<file path="config.mk">
export PLATFORM = sky130hd
export DESIGN_NAME = batt_test_sched
export DESIGN_NICKNAME = d
export VERILOG_FILES = /design/src/rtl/bts_pkg.sv /design/src/rtl/bts_interval_timer.sv /design/src/rtl/bts_detach_mon.sv /design/src/rtl/bts_seal.sv /design/src/rtl/batt_test_sched.sv
export SDC_FILE = /design/constraint.sdc
export NUM_CORES = 1
export LEC_CHECK = 0
export BUFFER_PORTS_ARGS = -buffer_cell sky130_fd_sc_hd__buf_2
export CORE_MARGIN = 1.5
export CORE_UTILIZATION = 55
export CTS_CLUSTER_DIAMETER = 200
export DETAILED_ROUTE_END_ITERATION = 8
export PLACE_DENSITY = 0.75
export SYNTH_ARGS = -nofsm -noshare
export SYNTH_HDL_FRONTEND = slang
export SYNTH_HIERARCHICAL = 1
export SYNTH_SLANG_ARGS = --single-unit
</file>
<file path="constraint.sdc">
create_clock -name clk -period 8.1 [get_ports clk]
set_input_delay 0.81 -clock clk [delete_from_list [all_inputs] [get_ports clk]]
set_output_delay 0.81 -clock clk [all_outputs]
set_load 0.005 [all_outputs]
</file>
<file path="src/rtl/bts_pkg.sv">
package bts_pkg;
  typedef enum logic [1:0] {
    ST_OFF   = 2'd0,
    ST_REC   = 2'd1,
    ST_PULSE = 2'd2,
    ST_WAIT  = 2'd3
  } bts_state_e;
endpackage

</file>
<file path="src/rtl/bts_interval_timer.sv">
module bts_interval_timer #(
  parameter int CW = 8
) (
  input  logic          clk,
  input  logic          rst,
  input  logic          load,
  input  logic [CW-1:0] load_val,
  output logic          expired
);
  logic [CW-1:0] cnt_q;

  always_ff @(posedge clk) begin
    if (rst)              cnt_q <= '0;
    else if (load)        cnt_q <= load_val;
    else if (cnt_q != '0) cnt_q <= cnt_q - 1'b1;
  end

  assign expired = (cnt_q == '0);
endmodule

</file>
<file path="src/rtl/bts_detach_mon.sv">
module bts_detach_mon #(
  parameter int DETACH_TICKS = 16
) (
  input  logic clk,
  input  logic rst,
  input  logic batt_present,
  input  logic consume,
  output logic qualified
);
  localparam int DW = $clog2(DETACH_TICKS + 1);
  localparam logic [DW-1:0] LAST = DW'(DETACH_TICKS - 1);
  localparam logic [DW-1:0] SAT  = DW'(DETACH_TICKS);

  logic [DW-1:0] run_q;
  logic          hit;

  assign hit = !batt_present && (run_q == LAST);

  always_ff @(posedge clk) begin
    if (rst)               run_q <= '0;
    else if (batt_present) run_q <= '0;
    else if (run_q != SAT) run_q <= run_q + 1'b1;
  end

  always_ff @(posedge clk) begin
    if (rst)          qualified <= 1'b0;
    else if (hit)     qualified <= 1'b1;
    else if (consume) qualified <= 1'b0;
  end
endmodule

</file>
<file path="src/rtl/bts_seal.sv">
module bts_seal (
  input  logic clk,
  input  logic rst,
  input  logic supply_ok,
  output logic backup_en
);
  always_ff @(posedge clk) begin
    if (rst)            backup_en <= 1'b0;
    else if (supply_ok) backup_en <= 1'b1;
  end
endmodule

</file>
<file path="src/rtl/batt_test_sched.sv">
module batt_test_sched #(
  parameter int NORM_TICKS   = 86_400_000,
  parameter int WARN_TICKS   = 5_000,
  parameter int PULSE_TICKS  = 1_000,
  parameter int REC_TICKS    = 125,
  parameter int DETACH_TICKS = 1_000
) (
  input  logic clk,
  input  logic rst,
  input  logic supply_ok,
  input  logic batt_present,
  input  logic batt_low,
  output logic load_en,
  output logic warn_n,
  output logic backup_en
);
  import bts_pkg::*;

  localparam int M1   = (NORM_TICKS > WARN_TICKS) ? NORM_TICKS : WARN_TICKS;
  localparam int M2   = (PULSE_TICKS > REC_TICKS) ? PULSE_TICKS : REC_TICKS;
  localparam int MAXT = (M1 > M2) ? M1 : M2;
  localparam int CW   = $clog2(MAXT + 1);

  localparam logic [CW-1:0] REC_LD   = CW'(REC_TICKS - 1);
  localparam logic [CW-1:0] PULSE_LD = CW'(PULSE_TICKS - 1);
  localparam logic [CW-1:0] NORM_LD  = CW'(NORM_TICKS - 1);
  localparam logic [CW-1:0] WARN_LD  = CW'(WARN_TICKS - 1);

  bts_state_e    state_q;
  logic          expired;
  logic          tmr_load;
  logic [CW-1:0] tmr_val;
  logic          pulse_end;
  logic          detach_ok;
  logic          warn_nxt;

  assign pulse_end = supply_ok && (state_q == ST_PULSE) && expired;
  // a fail always latches; a pass clears only after a qualifying swap
  assign warn_nxt  = batt_low ? 1'b0 : (warn_n ? 1'b1 : detach_ok);

  always_comb begin
    tmr_load = 1'b0;
    tmr_val  = PULSE_LD;
    if (supply_ok) begin
      unique case (state_q)
        ST_OFF: begin
          tmr_load = 1'b1;
          tmr_val  = REC_LD;
        end
        ST_REC, ST_WAIT: tmr_load = expired;
        ST_PULSE: begin
          tmr_load = expired;
          tmr_val  = warn_nxt ? NORM_LD : WARN_LD;
        end
        default: tmr_load = 1'b0;
      endcase
    end
  end

  always_ff @(posedge clk) begin
    if (rst) begin
      state_q <= ST_OFF;
      load_en <= 1'b0;
      warn_n  <= 1'b1;
    end else if (!supply_ok) begin
      state_q <= ST_OFF;
      load_en <= 1'b0;
    end else begin
      unique case (state_q)
        ST_OFF: state_q <= ST_REC;
        ST_REC, ST_WAIT:
          if (expired) begin
            state_q <= ST_PULSE;
            load_en <= 1'b1;
          end
        ST_PULSE:
          if (expired) begin
            state_q <= ST_WAIT;
            load_en <= 1'b0;
            warn_n  <= warn_nxt;
          end
        default: state_q <= ST_OFF;
      endcase
    end
  end

  bts_interval_timer #(.CW(CW)) u_timer (
    .clk      (clk),
    .rst      (rst),
    .load     (tmr_load),
    .load_val (tmr_val),
    .expired  (expired)
  );

  bts_detach_mon #(.DETACH_TICKS(DETACH_TICKS)) u_detach (
    .clk          (clk),
    .rst          (rst),
    .batt_present (batt_present),
    .consume      (pulse_end),
    .qualified    (detach_ok)
  );

  bts_seal u_seal (
    .clk       (clk),
    .rst       (rst),
    .supply_ok (supply_ok),
    .backup_en (backup_en)
  );
endmodule

</file>
Word-level counts from Yosys, hierarchy flattened --
Index checks and enable logic that the tools add are counted. W data, S select, Z words.
Word-level totals: memories kept 0, register bits after elaboration 43, output and inout bits 3, memory bits (writable) 0, input port bits 5, memory bits (read-only) 0, latch bits 0
Cells by class: add/subtract/negate cells 2, shift operators 0, bitwise gates (word level) 1, divide/modulo/power cells 0, eq/ne operators 7, order comparisons 0, reduce and logical (&&, ||, !) cells 17, muxes and demuxes 17, multiply operators 0
Operators by type and width (number):
- $mux W27 | 4
- $pmux W27 S2 | 1
- $logic_not A27 Y1 | 1
- $reduce_bool A27 Y1 | 1
- $sub A27 B1 Y27 const B | 1
- $add A10 B1 Y10 const B | 1
- $eq A10 B10 Y1 const B | 1
- $ne A10 B10 Y1 const B | 1
- $mux W1 | 7
- $pmux W2 S3 | 1
- $reduce_and A3 Y1 | 2
- $reduce_bool A2 Y1 | 3
- $reduce_or A2 Y1 | 3
- $eq A2 B2 Y1 const B | 2
- $mux W2 | 2
- $ne A2 B2 Y1 const B | 2
- $pmux W1 S2 | 2
- $logic_and A1 B1 Y1 | 3
- $reduce_or A3 Y1 | 1
- $eq A2 B1 Y1 const B | 1
- $logic_not A2 Y1 | 1
- $reduce_and A2 Y1 | 1
- $logic_not A1 Y1 | 1
- $not A1 Y1 | 1

Depth between registers and ports, before layout --
Gate-level depths: netlist of run 1.
depth in word-level cells 6, gate-level depth with buffers 14, gate-level depth less buffers 11

By module --
Netlist of run 1, hierarchy kept.
Modules (own cells, without submodules):
- bts_interval_timer | area each 1420.1 um^2, sequential area each 540.5 um^2, times used 1, cells each 170
- bts_detach_mon | area each 578.1 um^2, sequential area each 220.2 um^2, times used 1, cells each 67
- batt_test_sched | area each 212.7 um^2, sequential area each 80.1 um^2, times used 1, cells each 28
- bts_seal | area each 30.0 um^2, sequential area each 20.0 um^2, times used 1, cells each 2

Worst setup path after synthesis of run 1 --
OpenSTA, ideal clock, no wires.
path type register -> register, from register u_timer.cnt_q[0], to register u_timer.cnt_q[11], period minus slack after synthesis 2.995 ns, required time 8.026 ns, arrival time 2.921 ns, setup time 0.074 ns, stages on the path, launching flop included 15, setup slack 5.105 ns, cell sequence dfxtp_1 -> inv_1 -> ha_1 -> or3b_1 -> clkbuf_1 -> nor2_1 -> nand4_1 -> nor4_1 -> nand2_1 -> nand2_1 -> nor2b_1 -> clkbuf_1 -> clkbuf_1 -> nand2_1 -> o21ai_0
On the way: longest elaborated chain between the ends 4, elaborated cells between the ends (all ways) 8, those cells by class add/sub: 1; mux: 4; reduce/logical: 3
Ends and longest elaborated chain:
- from (decl) | RTL line bts_interval_timer.sv:10 | logic [CW-1:0] cnt_q;
- from (signal assigned) | RTL line bts_interval_timer.sv:14 | else if (load) cnt_q <= load_val;
- from (signal assigned) | RTL line bts_interval_timer.sv:15 | else if (cnt_q != '0) cnt_q <= cnt_q - 1'b1;
- $logic_not A27 Y1 (*) | RTL line bts_interval_timer.sv:18 | assign expired = (cnt_q == '0);
- via expired | RTL line batt_test_sched.sv:30 | logic expired;
- $pmux W1 S2 (*) | RTL line batt_test_sched.sv:45 | unique case (state_q)
- $mux W1 (*) | RTL line batt_test_sched.sv:44 | if (supply_ok) begin
- via tmr_load | RTL line batt_test_sched.sv:31 | logic tmr_load;
- $mux W27 / $reduce_bool A2 Y1 (equally long branches)
The timed path passes the listed nets; every way through them passes the cells marked *. The select of a mux whose other input is x is not followed. A chain may end at the register's enable or synchronous reset.

Worst setup path after layout of run 1 --
from register u_timer.cnt_q[0], to register u_timer.cnt_q[18]
The elaborated chain is that of the path after synthesis.

==> flow_summary.json, run 1 <==
{
  "nets": 288,
  "avgSynthCellArea_um2": 8.39,
  "wl_met3_um": 122,
  "antenna_found_initial": 0,
  "overflow": 0,
  "crit_required_ps": 8250,
  "clock_latency_ps": 300,
  "synth_edf_count": 0,
  "postCtsSetupBuffers": 0,
  "hold_path_depth": 1,
  "async_flop_share_pct": 0,
  "yosysTopAreaCell": "dfxtp_1",
  "start_util_pct": 56.4,
  "drtAntennaViolNets": 0,
  "hold_violations": 0,
  "die_h_um": 66.8,
  "min_period_over_period_pct": 43.0,
  "ctsHoldBuffers": 0,
  "critPathKind": "reg -> reg",
  "cts_tree": "done",
  "top_level_ports": 8,
  "drtIter0Drc": 138,
  "drcViolationCount": 0,
  "gp_congestion": 0.762,
  "pwr-share-seq_pct": 46.6,
  "top_layer": "met4",
  "track_usage_pct": 23.3,
  "clk_pin_slew_ps": 80,
  "crit_fanout": 20,
  "min_to": "u_seal/backup_en",
  "synth_top_area_share_pct": 38.4,
  "dieArea_um2": 4470,
  "crit_buf_inv": 1,
  "clkPwrFrac_pct": 31.5,
  "synth-seq-cells": 43,
  "yosys-top-cells-count": "43 x dfxtp_1, 35 x nand2_1, 25 x o21ai_0, 19 x nor2_1, 16 x xor2_1",
  "die_x_um": 66.8,
  "worst_path_largest_cell_delay_ps": 740,
  "vias": 1887,
  "grt_pass1_wl_um": 7960,
  "cts_max_path_buffers": 2,
  "clock_skew_ps": 10.7,
  "hold_class": "reg -> reg",
  "final_layout_size_suffix_gt1_share_pct": 9.25,
  "finalWorstPathRequiredPeriod_ps": 3480,
  "portBuffers": 7,
  "ys_warn_count": 6,
  "arrival_ps": 3630,
  "slowest_stage": "nor4_1",
  "place_hpwl_um": 3170,
  "comb_power_share_pct": 21.9,
  "grt_pass1_vias": 1764,
  "critPathCaptureType": "flip-flop",
  "cpLargestDelayFamily": "simple AND/OR/NAND/NOR gates",
  "yosysMostFrequentCell": "dfxtp_1",
  "fillers": 378,
  "r2r_end": "u_timer/cnt_q[18]",
  "vdd_ir_drop_max_mv": 0.193,
  "netlist_area_um2": 2240,
  "totalNegativeSetupSlack_ps": 0,
  "path_cells": "inv_1 > ha_1 > or3b_1 > nor2_1 > nand4_1 > nor4_1 > nand2_1 > nand2_1 > nor2_1 > nand2_1 > o21ai_0",
  "clock_sink_count": 43,
  "synth.area.top_cells": "dfxtp_1 38%, xor2_1 6.3%, nand2_1 5.9%, o21ai_0 5.6%, nor2_1 3.2%",
  "setup_viol": 0,
  "rsz0062_at_grt": "false",
  "rows": 23,
  "max_cap_violations": 0,
  "power_leakage_uw": 0.000878,
  "min-delay-start": "u_seal/backup_en",
  "crit_path_frequent_cell": "nand2_1",
  "start_kind": "flip-flop",
  "p_sw_uw": 162,
  "place_area_um2": 2330,
  "ys.flop_type": "dfxtp_1",
  "cts_resized": 0,
  "r2r_cells": 11,
  "avgViaCountPerCell": 5.70,
  "drv_slew": 0,
  "antennaDiodeCount": 0,
  "powerDensity_nw_per_um2": 217,
  "cts_made_buffers": 5,
  "wl_met2_um": 2050,
  "clock-root-buffer": "clkbuf_8",
  "yosysUniqueCellTypes": 50,
  "slew-limit-headroom_pct": 36.0,
  "r2r_slack_ps": 4620,
  "wl_met1_um": 2270,
  "grt_max_degree": 26,
  "yosysSeqAreaShare_pct": 38.4,
  "h-tree-depth": 2,
  "wirelength_um": 4520,
  "wl_per_cell_um": 13.6,
  "p_int_uw": 369,
  "syn_inst": 267,
  "syn2layout_area_growth_pct": 8.93,
  "rr_startpoint": "u_timer/cnt_q[0]",
  "finalPower_uw": 530,
  "swShare_pct": 30.5,
  "core_area_um2": 3970,
  "worst_pin_slew_ps": 952,
  "finalInstanceArea_um2": 2440,
  "outcome": "finished, final reports clean",
  "dr.pass1.iters": 4,
  "max_clock_freq_mhz": 287
}
-- metrics by stage --
stage	utilization, %	setup WS (ps)	hold slack, ps	instances
final	61.5	4620	486	331
after global routing	61.5	4160	520	331
after CTS	61.5	4600	489	331
after detailed placement	58.6	4610	469	323
after global placement	58.6	4700	453	323
after floorplan	-	5100	461	275
-- cells in the final DEF, fill, tap and decap left out, drive strengths merged, types with 2 or more instances in the layout --
master	synthesis	final
clkinv	0	2
nand4	6	6
nor4	11	11
and4	3	3
nor2	19	19
ha	3	3
o31ai	5	5
a211oi	2	2
inv	8	8
dfxtp	43	43
a22o	3	3
a32oi	2	2
xor2	16	16
a31oi	2	2
xnor2	7	7
clkbuf	8	5
nand2	36	36
nand3	8	8
buf	2	8
nand3b	6	6
nor3	6	6
nand2b	3	3
or4	6	6
nor2b	3	3
or3	7	7
conb	2	10
o21ai	25	25
a21oi	10	10
-- flip-flops by register name, summed over array words and instances, names as in the netlist --
register,flops
load_en,1
state_q,2
u_detach/qualified,1
u_detach/run_q,10
u_seal/backup_en,1
u_timer/cnt_q,27
warn_n,1
-- cells by family (layout without fill, tap and decap cells) --
kind of cell               Yosys count  in the layout  synth area share [%]
AOI/OAI and AO/OA                   55             55                  15.2
xor gates and xnor gates            23             23                  8.99
other                                2             10                 0.335
DFF                                 43             43                  38.4
adders and majority gates            3              3                  1.68
buffers and inverters               18             24                  3.46
muxes                                2              2                 0.949
and+or+nand+nor                    121            121                  30.9
-- worst max path at each step --
stage	from	endpoint	slack (ps)	depth (start not counted)
after floorplan	u_timer/cnt_q[0]	u_timer/cnt_q[11]	5100	14
after global placement	u_timer/cnt_q[0]	u_timer/cnt_q[6]	4700	11
after detailed placement	u_timer/cnt_q[0]	u_timer/cnt_q[18]	4610	11
after CTS	u_timer/cnt_q[0]	u_timer/cnt_q[18]	4600	11
after global routing	u_timer/cnt_q[0]	u_timer/cnt_q[18]	4160	11
final	u_timer/cnt_q[0]	u_timer/cnt_q[18]	4620	11
-- power by group through the flow --
stage               clock network [uW]  registers, uW  logic [uW]
finish                             167            247         116
global route                       181            250         133
CTS                                174            247         116
detailed placement                   0            252         115
global placement                     0            251         114
floorplan                            0            247        95.7
-- layout make-up --
| class | instances | area [um2] | area share [%] |
|---|---|---|---|
| Clock buffer | 5 | 68.8 | 2.82 |
| Clock inverter | 3 | 43.8 | 1.79 |
| Inverter | 8 | 30.0 | 1.23 |
| Multi-Input combinational cell | 214 | 1330 | 54.6 |
| Sequential cell | 43 | 861 | 35.3 |
| Tap cell | 50 | 62.6 | 2.56 |
| Timing Repair Buffer | 8 | 42.5 | 1.74 |
-- per-layer routing --
metal	global-route usage (%)	vias up
met5	0	-
met4	11.0	0
met3	4.05	6
met2	36.8	19
met1	30.9	879
li1	-	983
No activity file was read; power rests on OpenSTA's default activity.
==> inputs of run 2 (changes only) <==
- PLACE_DENSITY: 0.75 -> 0.78
- clock period: 8.1 -> 3 ns (I/O delays scaled with it)
==> run 2 against run 1 <==
Via count rose by 3.1%; sequential power rose to 2.7 times the previous value; first-iteration DRC count decreased by 26%; critical path type unchanged; global-route usage rose by 0.48 points; fmax up 32%; routed wire length increased by 3.6%; die area unchanged; hold slack worse by 300 ps; clock-buffer cell count did not move; largest power group unchanged.
==> flow_summary.json, run 2 (synthesis gave the netlist of run 1 again) <==
{
  "finalWorstPathRequiredPeriod_ps": 2640,
  "largest_register_ffs": 27,
  "setup.worst_path.start": "u_timer/cnt_q[0]",
  "mostFrequentLayoutCell": "dfxtp_1",
  "dp_slack_ps": 424,
  "clock_skew_ps": 10.1,
  "start_kind": "flip-flop",
  "max_cap_violations": 0,
  "crit_fanout": 25,
  "ctsHoldBuffers": 0,
  "slew-limit-headroom_pct": 61.6,
  "fillers": 355,
  "cts_max_path_buffers": 2,
  "place_hpwl_um": 3320,
  "portBuffers": 7,
  "critPathKind": "reg -> reg",
  "start_util_pct": 56.4,
  "grt_max_degree": 26,
  "track_usage_pct": 23.8,
  "clock_latency_ps": 300,
  "grt_pass1_wl_um": 8050,
  "clock-root-buffer": "clkbuf_8",
  "h-tree-depth": 2,
  "drcViolationCount": 0,
  "power_leakage_uw": 0.000897,
  "vdd_ir_drop_max_mv": 0.431,
  "crit_required_ps": 3220,
  "final_cell_mix": "43 x dfxtp_1, 35 x nand2_1, 25 x o21ai_0, 19 x nor2_1, 16 x xor2_1",
  "die_x_um": 66.8,
  "cts_resized": 0,
  "hold_class": "in -> reg",
  "die_h_um": 66.8,
  "dieArea_um2": 4470,
  "hold_violations": 0,
  "gp_congestion": 0.851,
  "hold_slack_ps": 191,
  "cts_tree": "done",
  "max_clock_freq_mhz": 379,
  "final_layout_size_suffix_gt1_share_pct": 10.5,
  "grt_pass1_vias": 1803,
  "clk_pin_slew_ps": 90,
  "reg_top3": "u_timer/cnt_q x27, u_detach/run_q x10, state_q x2",
  "min-delay-start": "batt_low",
  "top_level_ports": 8,
  "outcome": "finished, final reports clean",
  "totalNegativeSetupSlack_ps": 0,
  "avgViaCountPerCell": 5.81,
  "overflow": 0,
  "wl_per_cell_um": 14.0,
  "critPathCaptureType": "flip-flop",
  "wirelength_um": 4680,
  "cts_made_buffers": 5,
  "clock_sink_count": 43,
  "worst_pin_slew_ps": 571,
  "min_period_over_period_pct": 88.0,
  "nets": 292,
  "arrival_ps": 2860,
  "drtAntennaViolNets": 0,
  "rsz0062_at_grt": "false",
  "dr.pass1.iters": 4,
  "antenna_found_initial": 0,
  "rows": 23,
  "vias": 1945,
  "antennaDiodeCount": 0,
  "drv_slew": 0,
  "core_area_um2": 3970,
  "drtIter0Drc": 102,
  "rr_startpoint": "u_timer/cnt_q[0]",
  "syn2layout_area_growth_pct": 10.3,
  "setup_ws_ps": 361,
  "setup_viol": 0,
  "powerDensity_nw_per_um2": 587,
  "postCtsSetupBuffers": 0,
  "regMostFlops": "u_timer/cnt_q"
}
[run 2: cell types whose count changed in the layout (fill, tap and decap cells not counted)]
cell | before | now
buf_4 | 1 | 5
[run 2: metrics by stage]
stage	util, %	total power [uW]	area (um2)	std cells
floorplan	-	926	2270	275
global placement	59.4	994	2360	327
detailed placement	59.4	1000	2360	327
CTS	62.2	1460	2470	335
global route	62.2	1530	2470	335
finish	62.2	1450	2470	335
[run 2: report_power, final]
group	switching, uW	total (uW)	internal (uW)
Sequential	50.9	668	617
Clock	205	453	248
Combinational	192	330	138
[run 2: worst paths after layout]
| check | end | cells past startpoint | slack, ps |
|---|---|---|---|
| setup reg to reg | u_timer/cnt_q[21] | 12 | 360 |
| setup / recovery | u_timer/cnt_q[21] | 12 | 360 |
| hold / removal | warn_n | 2 | 190 |
| hold reg to reg | u_seal/backup_en | 1 | 480 |
[run 2: worst max-delay path: stages (launching register included)]
cell and delay (ps):
dfxtp_1 340, inv_1 90, ha_1 190, or3b_1 400, nor2_1 280, nand4_1 130
nor4_1 290, nand2_1 90, nand2_1 160, nor2b_1 150, buf_4 260, nand2_1 70
o21ai_0 90
[run 2: final cells by class]
type / count / area, um2 / area share (%)
inverter: 8 / 30.0 / 1.22
tap: 50 / 62.6 / 2.53
timing repair buffer: 12 / 72.6 / 2.94
multi-input combinational: 214 / 1330 / 53.9
sequential: 43 / 861 / 34.8
clock buffer: 5 / 68.8 / 2.78
clock inverter: 3 / 43.8 / 1.77
[run 2: per-layer routing]
| layer | part of all wire [%] | track usage (%) | up-vias |
|---|---|---|---|
| met3 | 4.8 | 6.25 | 4 |
| met1 | 46 | 29.2 | 916 |
| met4 | 1.3 | 11.5 | 0 |
| met2 | 47 | 38.5 | 42 |
| li1 | - | - | 983 |
| met5 | 0 | 0 | - |
==> inputs of run 3 (changes only) <==
- CELL_PAD_IN_SITES_DETAIL_PLACEMENT: default -> 0
- CELL_PAD_IN_SITES_GLOBAL_PLACEMENT: default -> 1
- CORE_UTILIZATION: 55 -> 42
==> run 3 against run 2 <==
First-iteration DRC count is 19% lower; routed wire length up 1.8%; cell area is 0.46% higher; global-route usage fell by 5.7 points; utilization shrank 14 points; clock skew up 1.2 ps; sequential cell count stayed put; register-to-register slack worse by 30 ps; clock power fell by 11%; die area increased by 29%; sequential power is essentially flat; sequential share of layout area fell by 0.16 points; critical path type unchanged.
==> flow_summary.json, run 3 (synthesis gave the netlist of run 1 again) <==
{
  "place_area_um2": 2380,
  "finalWorstPathRequiredPeriod_ps": 2670,
  "crit_buf_inv": 1,
  "slew-limit-headroom_pct": 56.0,
  "grt_max_degree": 26,
  "min_period_over_period_pct": 88.9,
  "final_cell_mix": "43 x dfxtp_1, 35 x nand2_1, 25 x o21ai_0, 19 x nor2_1, 16 x xor2_1",
  "start_util_pct": 43.6,
  "clock_latency_ps": 290,
  "top_level_ports": 8,
  "power_leakage_uw": 0.000885,
  "setup_viol": 0,
  "wl_per_cell_um": 13.5,
  "dr.pass1.iters": 4,
  "core_area_um2": 5140,
  "clk_pin_slew_ps": 80,
  "powerDensity_nw_per_um2": 563,
  "mostFrequentLayoutCell": "dfxtp_1",
  "worst_path_largest_cell_delay_ps": 600,
  "max_clock_freq_mhz": 375,
  "cpLargestDelayFamily": "simple AND/OR/NAND/NOR gates",
  "cts_made_buffers": 5,
  "drcViolationCount": 0,
  "avgViaCountPerCell": 5.27,
  "drtIter0Drc": 83,
  "cts_resized": 0,
  "portBuffers": 7,
  "antenna_found_initial": 0,
  "worst_pin_slew_ps": 657,
  "min-delay-start": "batt_low",
  "fillers": 548,
  "gp_congestion": 0.833,
  "critPathCaptureType": "flip-flop",
  "h-tree-depth": 2,
  "grt_pass1_wl_um": 8630,
  "start_kind": "flip-flop",
  "reg_top3": "u_timer/cnt_q x27, u_detach/run_q x10, state_q x2",
  "syn2layout_area_growth_pct": 10.8,
  "drv_slew": 0,
  "die_x_um": 76.0,
  "max_cap_violations": 0,
  "hold_violations": 0,
  "clock_skew_ps": 11.3,
  "antennaDiodeCount": 0,
  "slowest_stage": "or4_4",
  "vdd_ir_drop_max_mv": 0.352,
  "finalPower_uw": 1400,
  "drtAntennaViolNets": 0,
  "final_layout_size_suffix_gt1_share_pct": 10.6,
  "hold_class": "in -> reg",
  "rr_startpoint": "u_timer/cnt_q[7]",
  "setup.worst_path.start": "u_timer/cnt_q[7]",
  "crit_required_ps": 3180,
  "clock_sink_count": 43,
  "cts_max_path_buffers": 2,
  "critPathKind": "reg -> reg",
  "postCtsSetupBuffers": 0,
  "finalInstanceArea_um2": 2480,
  "wirelength_um": 4760,
  "track_usage_pct": 18.1,
  "largest_register_ffs": 27,
  "vias": 1865,
  "path_cells": "or4_4 > nor4_4 > nand4_1 > nor4_1 > nand2_1 > nand2_1 > nor2_1 > nand2_1 > buf_4 > o21ai_0",
  "crit_fanout": 20,
  "cts_tree": "done",
  "outcome": "finished, final reports clean",
  "place_hpwl_um": 3370,
  "clock-root-buffer": "clkbuf_8",
  "die_h_um": 76.0,
  "ctsHoldBuffers": 0,
  "rows": 26,
  "dieArea_um2": 5780,
  "overflow": 0,
  "grt_pass1_vias": 1852,
  "arrival_ps": 2840,
  "nets": 291,
  "crit_path_frequent_cell": "nand2_1",
  "totalNegativeSetupSlack_ps": 0,
  "rsz0062_at_grt": "false",
  "regMostFlops": "u_timer/cnt_q"
}
==> run 3: final timing paths <==
path | endpoint | slack (ps) | cells past startpoint
worst min register to register | u_seal/backup_en | 480 | 1
worst max-delay path | u_timer/cnt_q[22] | 330 | 10
worst min-delay path | warn_n | 200 | 2
worst max register to register | u_timer/cnt_q[22] | 330 | 10
==> run 3: stage by stage <==
step / util, % / worst slack [ps] / cells / hold WS (ps)
global route: 48.3 / 48.8 / 354 / 217
floorplan: - / 4.58 / 275 / 369
finish: 48.3 / 332 / 354 / 205
CTS: 48.3 / 301 / 354 / 197
global placement: 46.3 / 435 / 346 / 449
detailed placement: 46.3 / 332 / 346 / 460
==> run 3: metal layers <==
metal / routed length, um / vias up / GRT usage, %
li1: - / 978 / -
met1: 2420 / 854 / 24.5
met2: 2150 / 29 / 29.5
met3: 154 / 4 / 3.59
met4: 38 / 0 / 5.00
met5: 0 / - / 0
==> run 3: layout make-up <==
type                            instances  area [um2]  area share, %
Timing Repair Buffer                   11        65.1           2.62
Sequential cell                        43         861           34.7
Tap cell                               70        87.6           3.53
Clock buffer                            7        96.3           3.88
Clock inverter                          1        7.51          0.302
Inverter                                8        30.0           1.21
Multi-Input combinational cell        214        1340           53.8
==> run 3: power by group <==
| group | switching (uW) | internal (uW) | leakage (uW) |
|---|---|---|---|
| combinational | 188 | 137 | 0.000483 |
| clock | 196 | 209 | 0.0000505 |
| sequential | 50.2 | 617 | 0.000352 |
